### src/rtl/cfgp_pkg.sv
package cfgp_pkg;

    typedef enum logic [1:0] {
        LK_IDLE = 2'd0,
        LK_HALF = 2'd1,
        LK_OPEN = 2'd2
    } lock_state_e;

    typedef struct packed {
        lock_state_e st;
    } fsm_regs_t;

    typedef struct packed {
        logic [7:0] index;
        logic [7:0] bank;
        logic [7:0] rdata;
        logic       rvalid;
    } rf_regs_t;

endpackage

### src/rtl/cfgp_unlock_fsm.sv
module cfgp_unlock_fsm
    import cfgp_pkg::*;
#(
    parameter int          DW        = 8,
    parameter logic [DW-1:0] KEY_ENTER = 8'h87,
    parameter logic [DW-1:0] KEY_EXIT  = 8'hAA
) (
    input  logic          clk,
    input  logic          rst_n,
    input  logic          idx_wr,
    input  logic [DW-1:0] wdata,
    output logic          cfg_open,
    output logic          idx_load
);

    fsm_regs_t r_q, r_d;

    always_comb begin
        r_d      = r_q;
        idx_load = 1'b0;
        if (idx_wr) begin
            unique case (r_q.st)
                LK_IDLE: if (wdata == KEY_ENTER) r_d.st = LK_HALF;
                LK_HALF: r_d.st = (wdata == KEY_ENTER) ? LK_OPEN : LK_IDLE;
                LK_OPEN: begin
                    if (wdata == KEY_EXIT) r_d.st = LK_IDLE;
                    else                   idx_load = 1'b1;
                end
                default: r_d.st = LK_IDLE;
            endcase
        end
    end

    always_ff @(posedge clk) begin
        if (!rst_n) r_q.st <= LK_IDLE;
        else        r_q <= r_d;
    end

    assign cfg_open = (r_q.st == LK_OPEN);


    open_needs_key_chk: assert property (@(posedge clk) disable iff (!rst_n)
        $rose(cfg_open) |-> $past(idx_wr && wdata == KEY_ENTER));


    bad_second_key_chk: assert property (@(posedge clk) disable iff (!rst_n)
        (r_q.st == LK_HALF && idx_wr && wdata != KEY_ENTER) |=> !cfg_open);


    exit_locks_chk: assert property (@(posedge clk) disable iff (!rst_n)
        (cfg_open && idx_wr && wdata == KEY_EXIT) |=> !cfg_open);

endmodule

### src/rtl/cfgp_regfile.sv
module cfgp_regfile
    import cfgp_pkg::*;
#(
    parameter int          DW        = 8,
    parameter logic [DW-1:0] LDSEL_IDX = 8'h07,
    parameter logic [DW-1:0] ID_BASE   = 8'h20,
    parameter logic [15:0] DEV_ID    = 16'h07A3,
    parameter logic [DW-1:0] DEV_REV   = 8'h12,
    parameter logic [15:0] MFG_ID    = 16'h1934
) (
    input  logic          clk,
    input  logic          rst_n,
    input  logic          cfg_open,
    input  logic          idx_load,
    input  logic          data_wr,
    input  logic          data_rd,
    input  logic          idx_rd,
    input  logic [DW-1:0] wdata,
    input  logic [DW-1:0] dev_rdata,
    output logic [DW-1:0] index,
    output logic [DW-1:0] bank_sel,
    output logic [DW-1:0] rdata,
    output logic          rvalid,
    output logic          dev_we,
    output logic          dev_re
);

    localparam int NUM_ID = 5;

    rf_regs_t r_q, r_d;

    logic [DW-1:0] id_val [NUM_ID];
    logic          hit_id;
    logic          hit_ld;
    logic [DW-1:0] id_rd;

    assign id_val[0] = DEV_ID[15:8];
    assign id_val[1] = DEV_ID[7:0];
    assign id_val[2] = DEV_REV;
    assign id_val[3] = MFG_ID[15:8];
    assign id_val[4] = MFG_ID[7:0];

    always_comb begin
        hit_id = 1'b0;
        id_rd  = '0;
        for (int i = 0; i < NUM_ID; i++) begin
            if (r_q.index == ID_BASE + DW'(i)) begin
                hit_id = 1'b1;
                id_rd  = id_val[i];
            end
        end
    end

    assign hit_ld = (r_q.index == LDSEL_IDX);

    always_comb begin
        r_d        = r_q;
        r_d.rvalid = data_rd | idx_rd;
        dev_we     = 1'b0;
        dev_re     = 1'b0;
        if (idx_load) r_d.index = wdata;
        if (cfg_open && data_wr) begin
            if (hit_ld)       r_d.bank = wdata;
            else if (!hit_id) dev_we   = 1'b1;
        end
        if (data_rd || idx_rd) begin
            if (!cfg_open)    r_d.rdata = '1;
            else if (idx_rd)  r_d.rdata = r_q.index;
            else if (hit_ld)  r_d.rdata = r_q.bank;
            else if (hit_id)  r_d.rdata = id_rd;
            else begin
                dev_re    = 1'b1;
                r_d.rdata = dev_rdata;
            end
        end
    end

    always_ff @(posedge clk) begin
        if (!rst_n) begin
            r_q.index  <= '0;
            r_q.bank   <= '0;
            r_q.rdata  <= '1;
            r_q.rvalid <= 1'b0;
        end else begin
            r_q <= r_d;
        end
    end

    assign index    = r_q.index;
    assign bank_sel = r_q.bank;
    assign rdata    = r_q.rdata;
    assign rvalid   = r_q.rvalid;


    locked_bank_hold_chk: assert property (@(posedge clk) disable iff (!rst_n)
        !cfg_open |=> $stable(bank_sel) && $stable(index));


    locked_no_fwd_chk: assert property (@(posedge clk) disable iff (!rst_n)
        !cfg_open |-> !dev_we && !dev_re);


    bank_load_chk: assert property (@(posedge clk) disable iff (!rst_n)
        (cfg_open && data_wr && index == LDSEL_IDX) |=> bank_sel == $past(wdata));


    rvalid_follow_chk: assert property (@(posedge clk) disable iff (!rst_n)
        (data_rd || idx_rd) |=> rvalid);


    rvalid_only_chk: assert property (@(posedge clk) disable iff (!rst_n)
        !(data_rd || idx_rd) |=> !rvalid);

endmodule

### src/rtl/cfgp_port.sv
module cfgp_port
    import cfgp_pkg::*;
#(
    parameter int          DW        = 8,
    parameter logic [DW-1:0] KEY_ENTER = 8'h87,
    parameter logic [DW-1:0] KEY_EXIT  = 8'hAA,
    parameter logic [DW-1:0] LDSEL_IDX = 8'h07,
    parameter logic [DW-1:0] ID_BASE   = 8'h20,
    parameter logic [15:0] DEV_ID    = 16'h07A3,
    parameter logic [DW-1:0] DEV_REV   = 8'h12,
    parameter logic [15:0] MFG_ID    = 16'h1934
) (
    input  logic          clk,
    input  logic          rst_n,
    input  logic          host_wr,
    input  logic          host_rd,
    input  logic          host_port,
    input  logic [DW-1:0] host_wdata,
    output logic [DW-1:0] host_rdata,
    output logic          host_rvalid,
    output logic          cfg_open,
    output logic [DW-1:0] bank_sel,
    output logic [DW-1:0] dev_addr,
    output logic [DW-1:0] dev_wdata,
    output logic          dev_we,
    output logic          dev_re,
    input  logic [DW-1:0] dev_rdata
);

    logic idx_wr, idx_rd, data_wr, data_rd, idx_load;

    assign idx_wr  = host_wr & ~host_port;
    assign idx_rd  = host_rd & ~host_port;
    assign data_wr = host_wr &  host_port;
    assign data_rd = host_rd &  host_port;

    cfgp_unlock_fsm #(
        .DW(DW), .KEY_ENTER(KEY_ENTER), .KEY_EXIT(KEY_EXIT)
    ) u_fsm (
        .clk      (clk),
        .rst_n    (rst_n),
        .idx_wr   (idx_wr),
        .wdata    (host_wdata),
        .cfg_open (cfg_open),
        .idx_load (idx_load)
    );

    cfgp_regfile #(
        .DW(DW), .LDSEL_IDX(LDSEL_IDX), .ID_BASE(ID_BASE),
        .DEV_ID(DEV_ID), .DEV_REV(DEV_REV), .MFG_ID(MFG_ID)
    ) u_rf (
        .clk       (clk),
        .rst_n     (rst_n),
        .cfg_open  (cfg_open),
        .idx_load  (idx_load),
        .data_wr   (data_wr),
        .data_rd   (data_rd),
        .idx_rd    (idx_rd),
        .wdata     (host_wdata),
        .dev_rdata (dev_rdata),
        .index     (dev_addr),
        .bank_sel  (bank_sel),
        .rdata     (host_rdata),
        .rvalid    (host_rvalid),
        .dev_we    (dev_we),
        .dev_re    (dev_re)
    );

    assign dev_wdata = host_wdata;


    no_rw_overlap_chk: assert property (@(posedge clk) disable iff (!rst_n)
        !(host_wr && host_rd));

endmodule

### config.mk
export PLATFORM = sky130hd
export DESIGN_NAME = cfgp_port
export DESIGN_NICKNAME = d
export VERILOG_FILES = /design/src/rtl/cfgp_pkg.sv /design/src/rtl/cfgp_unlock_fsm.sv /design/src/rtl/cfgp_regfile.sv /design/src/rtl/cfgp_port.sv
export SDC_FILE = /design/constraint.sdc
export NUM_CORES = 1
export LEC_CHECK = 0
export ABC_AREA = 1
export BUFFER_PORTS_ARGS = -buffer_cell sky130_fd_sc_hd__buf_4
export CORE_MARGIN = 2
export CORE_UTILIZATION = 45
export DETAILED_ROUTE_END_ITERATION = 8
export PLACE_DENSITY = 0.84
export SKIP_CTS_REPAIR_TIMING = 1
export SLEW_MARGIN = 0
export SYNTH_ARGS = -nofsm -noshare
export SYNTH_HDL_FRONTEND = slang
export SYNTH_SLANG_ARGS = --single-unit
export TNS_END_PERCENT = 5
### constraint.sdc
create_clock -name clk -period 3.5 [get_ports clk]
set_input_delay 0.7 -clock clk [delete_from_list [all_inputs] [get_ports clk]]
set_output_delay 0.7 -clock clk [all_outputs]
set_load 0.02 [all_outputs]
==> impl_metrics.py, run 1 <==
metrics = {
    "outcome": {
        "status": "complete, no violations",
    },
    "critical_path": {
        "cpMostUsedCell": "inv_1",
        "critPathCaptureType": "output port",
        "reg2reg_to": "u_rf.index[5]$_SDFFE_PN0P_",
        "startpoint_type": "flip-flop",
        "crit_path_max_fanout": 12,
        "slowest_delay_ps": 410,
        "slowest_stage": "dfxtp_1",
        "path_class": "flip-flop to output port",
        "cp_top_family": "simple AND/OR/NAND/NOR gates",
        "rr_startpoint": "u_fsm.r_q[1]$_SDFFE_PN0P_",
        "arrival_ps": 1810,
        "rr_worst_depth": 5,
        "cp_cell_sequence": "inv_1 > nor2_2 > inv_1 > nor4_1 > buf_4",
        "critPathRequiredTime_ps": 2800,
        "r2r_slack_ps": 1820,
        "cp_num_buf_inv": 3,
    },
    "die": {
        "core-area_mm2": 0.003416,
        "dieHeight_um": 64.31,
        "dieArea_mm2": 0.004135,
        "rows": 21,
        "start_util": 0.4791,
        "pin_count": 57,
        "fp.dieW_um": 64.31,
    },
    "synthesis": {
        "ys_ff_latch": 27,
        "yosysTopAreaCell": "dfxtp_1",
        "synth.yosys.warnings": 0,
        "synth_area_leaders": "dfxtp_1, nand2_1, inv_1, a21oi_1, o21ai_0",
        "synth_fp_nets": 272,
        "synth-seq-area-share": 0.3303,
        "synth_top_area_share": 0.3303,
        "postSynthCellCount": 251,
        "synth_cell_types": 28,
        "syn_avg_cell_area_um2": 6.520,
        "syn_area_mm2": 0.001637,
    },
    "sta": {
        "max_freq_mhz": 398.5,
        "post-route-period-util": 0.7170,
        "finalHoldViolCount": 0,
        "grt_setup_unrepaired": "false",
        "period_minus_slack_ps": 2510,
        "setup_violations": 0,
        "slew_headroom": 0.6661,
        "skew_ps": 8.390,
        "worst_slew_pin_slew_ps": 500.3,
        "drv_slew": 0,
        "fin_tns_setup_ps": 0,
        "setup_ws_ps": 990.3,
    },
    "cells_and_area": {
        "drive_gt1_frac": 0.2601,
        "areaGrowthSynthToFinish_pct": 24.01,
        "seq_area_um2": 540.5,
        "finalNetCount": 318,
        "layout_commonest_cell": "nand2_1",
        "multi_input_area_um2": 830.8,
        "fillers": 336,
        "n_antenna_cell": 0,
        "final_cell_mix": "nand2_1, buf_4, inv_1",
    },
    "detailed_routing": {
        "drt_first_pass_iters": 4,
        "finalWirelength_um": 4013,
        "vias_per_cell": 4.901,
        "ant_nets": 0,
        "vias": 1676,
        "wl_per_cell_um": 11.73,
        "first_iter_violations": 101,
        "drc": 0,
    },
    "place": {
        "pre_cts_slack_ps": 1217,
        "port_buffers": 56,
        "place_hpwl_um": 3146,
        "place_congestion": 0.8703,
    },
    "worst_hold_path": {
        "hold_path.startpoint": "u_rf.bank_sel[7]$_SDFFE_PN0P_",
        "hold_path_depth": 2,
        "hp-class": "flip-flop to flip-flop",
        "hold_end": "u_rf.bank_sel[7]$_SDFFE_PN0P_",
    },
    "clock_network": {
        "htreeDepth": 1,
        "cts_tree": "built",
        "cts_buffers": 3,
        "clock-root-buffer": "clkbuf_4",
        "clock_sinks": 27,
        "clk_pin_slew_ps": 140,
        "clockBufferDepth": 2,
        "insertion_delay_ps": 320,
    },
    "global_route": {
        "grt_pass1_vias": 1518,
        "grt_max_degree": 19,
        "grt_usage": 0.2005,
        "antenna_found_initial": 0,
        "grt_pass1_wl_um": 6603,
        "overflow": 0,
    },
    "power_and_ir_drop": {
        "internal-power_w": 0.0003952,
        "switchingPower_w": 0.0001400,
        "p_leak_nw": 1.010,
        "share_comb_of_total_power": 0.160,
        "pwr-share-seq": 0.589,
        "swShare": 0.2615,
        "power.density_mw_per_mm2": 263.7,
        "p_clk_frac": 0.251,
        "max-vdd-ir-drop_uv": 166.9,
    },
    "flow_run": {
        "cap_violations": 0,
    },
}
-- cells by family (layout without fill, tap and decap cells) --
kind of cell	Yosys count	in the layout	share of synthesized area
AO/OA/AOI/OAI	56	56	0.1835
AND/OR/NAND/NOR	112	112	0.3242
flip-flops	27	27	0.3303
buffers and inverters	56	101	0.1621
-- power groups by stage --
stage | clock, W | combinational, W | sequential (W)
floorplan | 0 | 0.0000427 | 0.000328
global placement | 0 | 0.0000846 | 0.000322
detailed placement | 0 | 0.0000853 | 0.000322
CTS | 0.000134 | 0.0000856 | 0.000315
global route | 0.000153 | 0.0000938 | 0.000316
finish | 0.000134 | 0.0000858 | 0.000315
-- synthesized netlist by cell type --
master    count
o21bai_1      1
nand2_4       1
nand3_2       1
nand3_1      11
inv_1        36
a21oi_2       2
nor3_1        4
nor2_2        3
nand4_1       1
nor2_8        1
a21oi_1      25
nand4_4       1
buf_6         2
o21ai_2       2
o21ai_0      25
buf_2         2
clkinv_1      2
nand2_2       1
nor2_4        3
nor3b_1       1
nor4_1        2
buf_1         1
nand2_1      70
buf_4        10
o211ai_1      1
nor2_1       12
dfxtp_1      27
inv_2         3
-- worst max path at each step --
stage / startpoint / end / depth (start not counted)
2_1_floorplan: host_rd / dev_re / 3
6_report: u_fsm.r_q[1]$_SDFFE_PN0P_ / dev_re / 5
3_3_place_gp: host_rd / dev_re / 4
5_1_grt: u_fsm.r_q[1]$_SDFFE_PN0P_ / dev_re / 5
3_5_place_dp: host_rd / dev_re / 4
4_1_cts: u_fsm.r_q[1]$_SDFFE_PN0P_ / dev_re / 5
-- routing by layer --
metal / global-route usage / vias up / wire (µm)
li1: - / 882 / -
met2: 0.3333 / 58 / 1866
met1: 0.2633 / 730 / 1841
met5: 0 / - / 0
met4: 0.06383 / 0 / 55
met3: 0.03521 / 6 / 249
-- cell type report --
class / instances / area share
clock buffer: 4 / 0.01295
tap: 46 / 0.02836
sequential: 27 / 0.2663
multi-input combinational: 168 / 0.4094
inverter: 41 / 0.07583
timing repair buffer: 56 / 0.2072
-- sequential cells by signal, indices dropped and copies added, names as in the netlist --
name / count
u_fsm.r_q: 2
u_rf.bank_sel: 8
u_rf.index: 8
u_rf.rdata: 8
u_rf.rvalid: 1
-- through the flow --
stage	cell area, µm²	hold slack (ps)	power (W)	cells	utilization
after global routing	2029	504.4	0.0005632	342	0.5941
after detailed placement	2003	458.8	0.0004072	338	0.5864
after global placement	2003	457.9	0.0004064	338	0.5864
final	2029	478.4	0.0005352	342	0.5941
after floorplan	1637	471.5	0.0003705	251	-
after CTS	2029	478.0	0.0005348	342	0.5941
-- worst register-to-register path, stage by stage, from the launching register on --
cell and delay (ps):
dfxtp_1 410, inv_1 70, nor2_2 390, nand3_2 350, o21ai_0 290, a21oi_1 60
Power figures use the tool's default switching activity.
==> inputs of run 2 (changes only) <==
- ABC_AREA: 1 -> 0
- clock period: 3.5 -> 2.6 ns (I/O delays scaled with it)
==> run 2 against run 1 <==
  * Non-clock buffer count is 3 higher
  * Critical endpoint unchanged
  * Highest routed layer unchanged
  * Global-route usage is 0.56 points higher
  * Largest cell class unchanged
  * Critical path type unchanged
  * Register-to-register slack worse by 1200 ps
==> impl_metrics.py, run 2 <==
metrics = {
    "synthesis": {
        "syn_avg_cell_area_um2": 8.533,
        "syn_area_mm2": 0.001613,
        "yosysTopAreaCell": "dfxtp_1",
        "synth_commonest_cells": "dfxtp_1, nor2b_1, mux2i_1",
        "synth.yosys.warnings": 0,
        "async_flop_share": 0,
        "synth-main-ff-cell": "dfxtp_1",
        "synth-seq-area-share": 0.3351,
        "synth_area_leaders": "dfxtp_1, mux2i_1, nor2b_1, o21ai_0, buf_4",
        "synth_edf_count": 0,
        "yosysMostFrequentCell": "dfxtp_1",
        "synth_fp_nets": 210,
        "postSynthCellCount": 189,
        "synth_top_area_share": 0.3351,
        "ys_ff_latch": 27,
        "synth_cell_types": 43,
    },
    "sta": {
        "drv_slew": 0,
        "worst_slew_pin_slew_ps": 603.0,
        "skew_ps": 4.574,
        "post-route-period-util": 0.9301,
        "grt_setup_unrepaired": "false",
        "slew_headroom": 0.5925,
        "fin_tns_setup_ps": 0,
        "setup_ws_ps": 181.6,
        "whs_ps": 472.4,
        "finalHoldViolCount": 0,
        "setup_violations": 0,
        "period_minus_slack_ps": 2418,
        "max_freq_mhz": 413.5,
    },
    "detailed_routing": {
        "vias": 1554,
        "first_iter_violations": 109,
        "ant_nets": 0,
        "vias_per_cell": 5.590,
        "drc": 0,
        "finalWirelength_um": 4181,
        "wl_per_cell_um": 15.04,
        "drt_first_pass_iters": 4,
    },
    "power_and_ir_drop": {
        "switchingPower_w": 0.0001681,
        "share_comb_of_total_power": 0.124,
        "pwr-share-seq": 0.606,
        "p_clk_frac": 0.270,
        "max-vdd-ir-drop_uv": 203.6,
        "internal-power_w": 0.0005168,
        "power.density_mw_per_mm2": 336.7,
        "p_leak_nw": 0.7773,
        "swShare": 0.2454,
    },
    "clock_network": {
        "cts_tree": "built",
        "clock_sinks": 27,
        "clk_pin_slew_ps": 150,
        "clockBufferDepth": 2,
        "insertion_delay_ps": 320,
        "cts_buffers": 3,
        "htreeDepth": 1,
        "clock-root-buffer": "clkbuf_4",
    },
    "cells_and_area": {
        "areaGrowthSynthToFinish_pct": 26.14,
        "design_area_mm2": 0.002034,
        "final_cell_mix": "buf_4, dfxtp_1, nor2b_1",
        "finalNetCount": 254,
        "n_antenna_cell": 0,
        "drive_gt1_frac": 0.2931,
        "fin_util": 0.6002,
        "layout_commonest_cell": "buf_4",
    },
    "global_route": {
        "grt_util_met3": 0.04225,
        "grt_max_degree": 28,
        "grt_pass1_vias": 1398,
        "busiest_layer": "met2",
        "grt_usage": 0.2061,
        "antenna_found_initial": 0,
        "grt.met2_usage": 0.3190,
        "grt_pass1_wl_um": 6837,
        "overflow": 0,
        "use_met1": 0.2933,
    },
    "critical_path": {
        "path_class": "flip-flop to output port",
        "rr_worst_depth": 4,
        "critPathRequiredTime_ps": 2080,
        "crit_path_max_fanout": 16,
        "r2r_slack_ps": 660,
        "rr_startpoint": "u_rf.index[1]$_SDFFE_PN0P_",
        "arrival_ps": 1900,
        "reg2reg_to": "u_rf.bank_sel[6]$_SDFFE_PN0P_",
        "critPathLaunch": "u_rf.index[1]$_SDFFE_PN0P_",
        "startpoint_type": "flip-flop",
        "critPathCaptureType": "output port",
        "cp-endpoint": "dev_re",
    },
    "worst_hold_path": {
        "hp-class": "primary input to flip-flop",
    },
    "outcome": {
        "status": "complete, no violations",
    },
    "die": {
        "dieArea_mm2": 0.004079,
        "start_util": 0.4758,
        "dieHeight_um": 63.87,
        "rows": 21,
        "core-area_mm2": 0.003390,
        "fp.dieW_um": 63.87,
        "pin_count": 57,
    },
    "place": {
        "port_buffers": 56,
        "place_congestion": 0.9473,
        "pre_cts_slack_ps": 592.4,
        "place_hpwl_um": 3188,
        "place_area_mm2": 0.002008,
    },
    "flow_run": {
        "cap_violations": 0,
    },
}
==> run 2: cell count changes in the layout (fill, tap and decap cells not counted), sizes merged, moves of 4 or more <==
cell / previous run / this run
a21oi: 27 / 9
inv: 39 / 6
nand2b: 0 / 6
mux2i: 0 / 17
o22ai: 0 / 4
nor2b: 0 / 19
o21ai: 27 / 13
nand3: 12 / 1
nand2: 72 / 7
nor2: 19 / 9
==> run 2: area by class of cell <==
| cell class | instances | area [µm²] |
|---|---|---|
| inverters | 6 | 22.52 |
| flip-flops and latches | 27 | 540.5 |
| multi-input cells | 136 | 944.7 |
| well taps | 46 | 57.56 |
| clock buffers | 4 | 26.28 |
| fillers | 323 | 1355 |
| repair buffers | 59 | 442.9 |
==> run 2: power groups by stage <==
stage | clock network (W) | logic [W] | registers, W
detailed placement | 0 | 0.0000852 | 0.000424
floorplan | 0 | 0.0000464 | 0.000425
finish | 0.000185 | 0.0000852 | 0.000415
CTS | 0.000188 | 0.0000855 | 0.000415
global route | 0.000205 | 0.0000913 | 0.000415
global placement | 0 | 0.0000849 | 0.000424
==> run 2: worst min-delay path by stage <==
stage / from / to / slack [ps] / cells past startpoint
2_1_floorplan: u_fsm.r_q[0]$_SDFFE_PN0P_ / u_fsm.r_q[1]$_SDFFE_PN0P_ / 500 / 2
3_3_place_gp: u_rf.rdata[1]$_SDFFE_PN1P_ / u_rf.rdata[1]$_SDFFE_PN1P_ / 490 / 2
3_5_place_dp: u_rf.rdata[7]$_SDFFE_PN1P_ / u_rf.rdata[7]$_SDFFE_PN1P_ / 490 / 2
4_1_cts: host_wdata[7] / u_rf.bank_sel[7]$_SDFFE_PN0P_ / 470 / 3
5_1_grt: dev_rdata[6] / u_rf.rdata[6]$_SDFFE_PN1P_ / 460 / 3
6_report: host_wdata[7] / u_rf.bank_sel[7]$_SDFFE_PN0P_ / 470 / 3
==> run 2: kinds of logic after synthesis <==
logic type / after synthesis / share of synthesized area
AO/OA/AOI/OAI: 50 / 0.2102
adder cells (fa/ha/maj): 1 / 0.006207
buffers and inverters: 26 / 0.07913
flip-flops: 27 / 0.3351
multiplexers: 17 / 0.1055
AND/OR/NAND/NOR: 68 / 0.2638
==> run 2: through the flow <==
step	total power, W	instances
after global routing	0.0007119	278
final	0.0006849	278
after global placement	0.0005087	274
after floorplan	0.0004713	189
after CTS	0.0006886	278
after detailed placement	0.0005091	274
==> run 2: per-layer routing <==
metal | part of all wire | wire length (µm)
met4 | 0.0024 | 10
met1 | 0.47 | 1950
met3 | 0.069 | 290
met5 | 0 | 0
met2 | 0.46 | 1929
==> run 2: critical path, cell delays in order, from the launching register on <==
cell and delay (ps):
dfxtp_1 670, o21ai_0 140, a21oi_1 320, nor2_1 90
nor3_1 180, buf_4 170
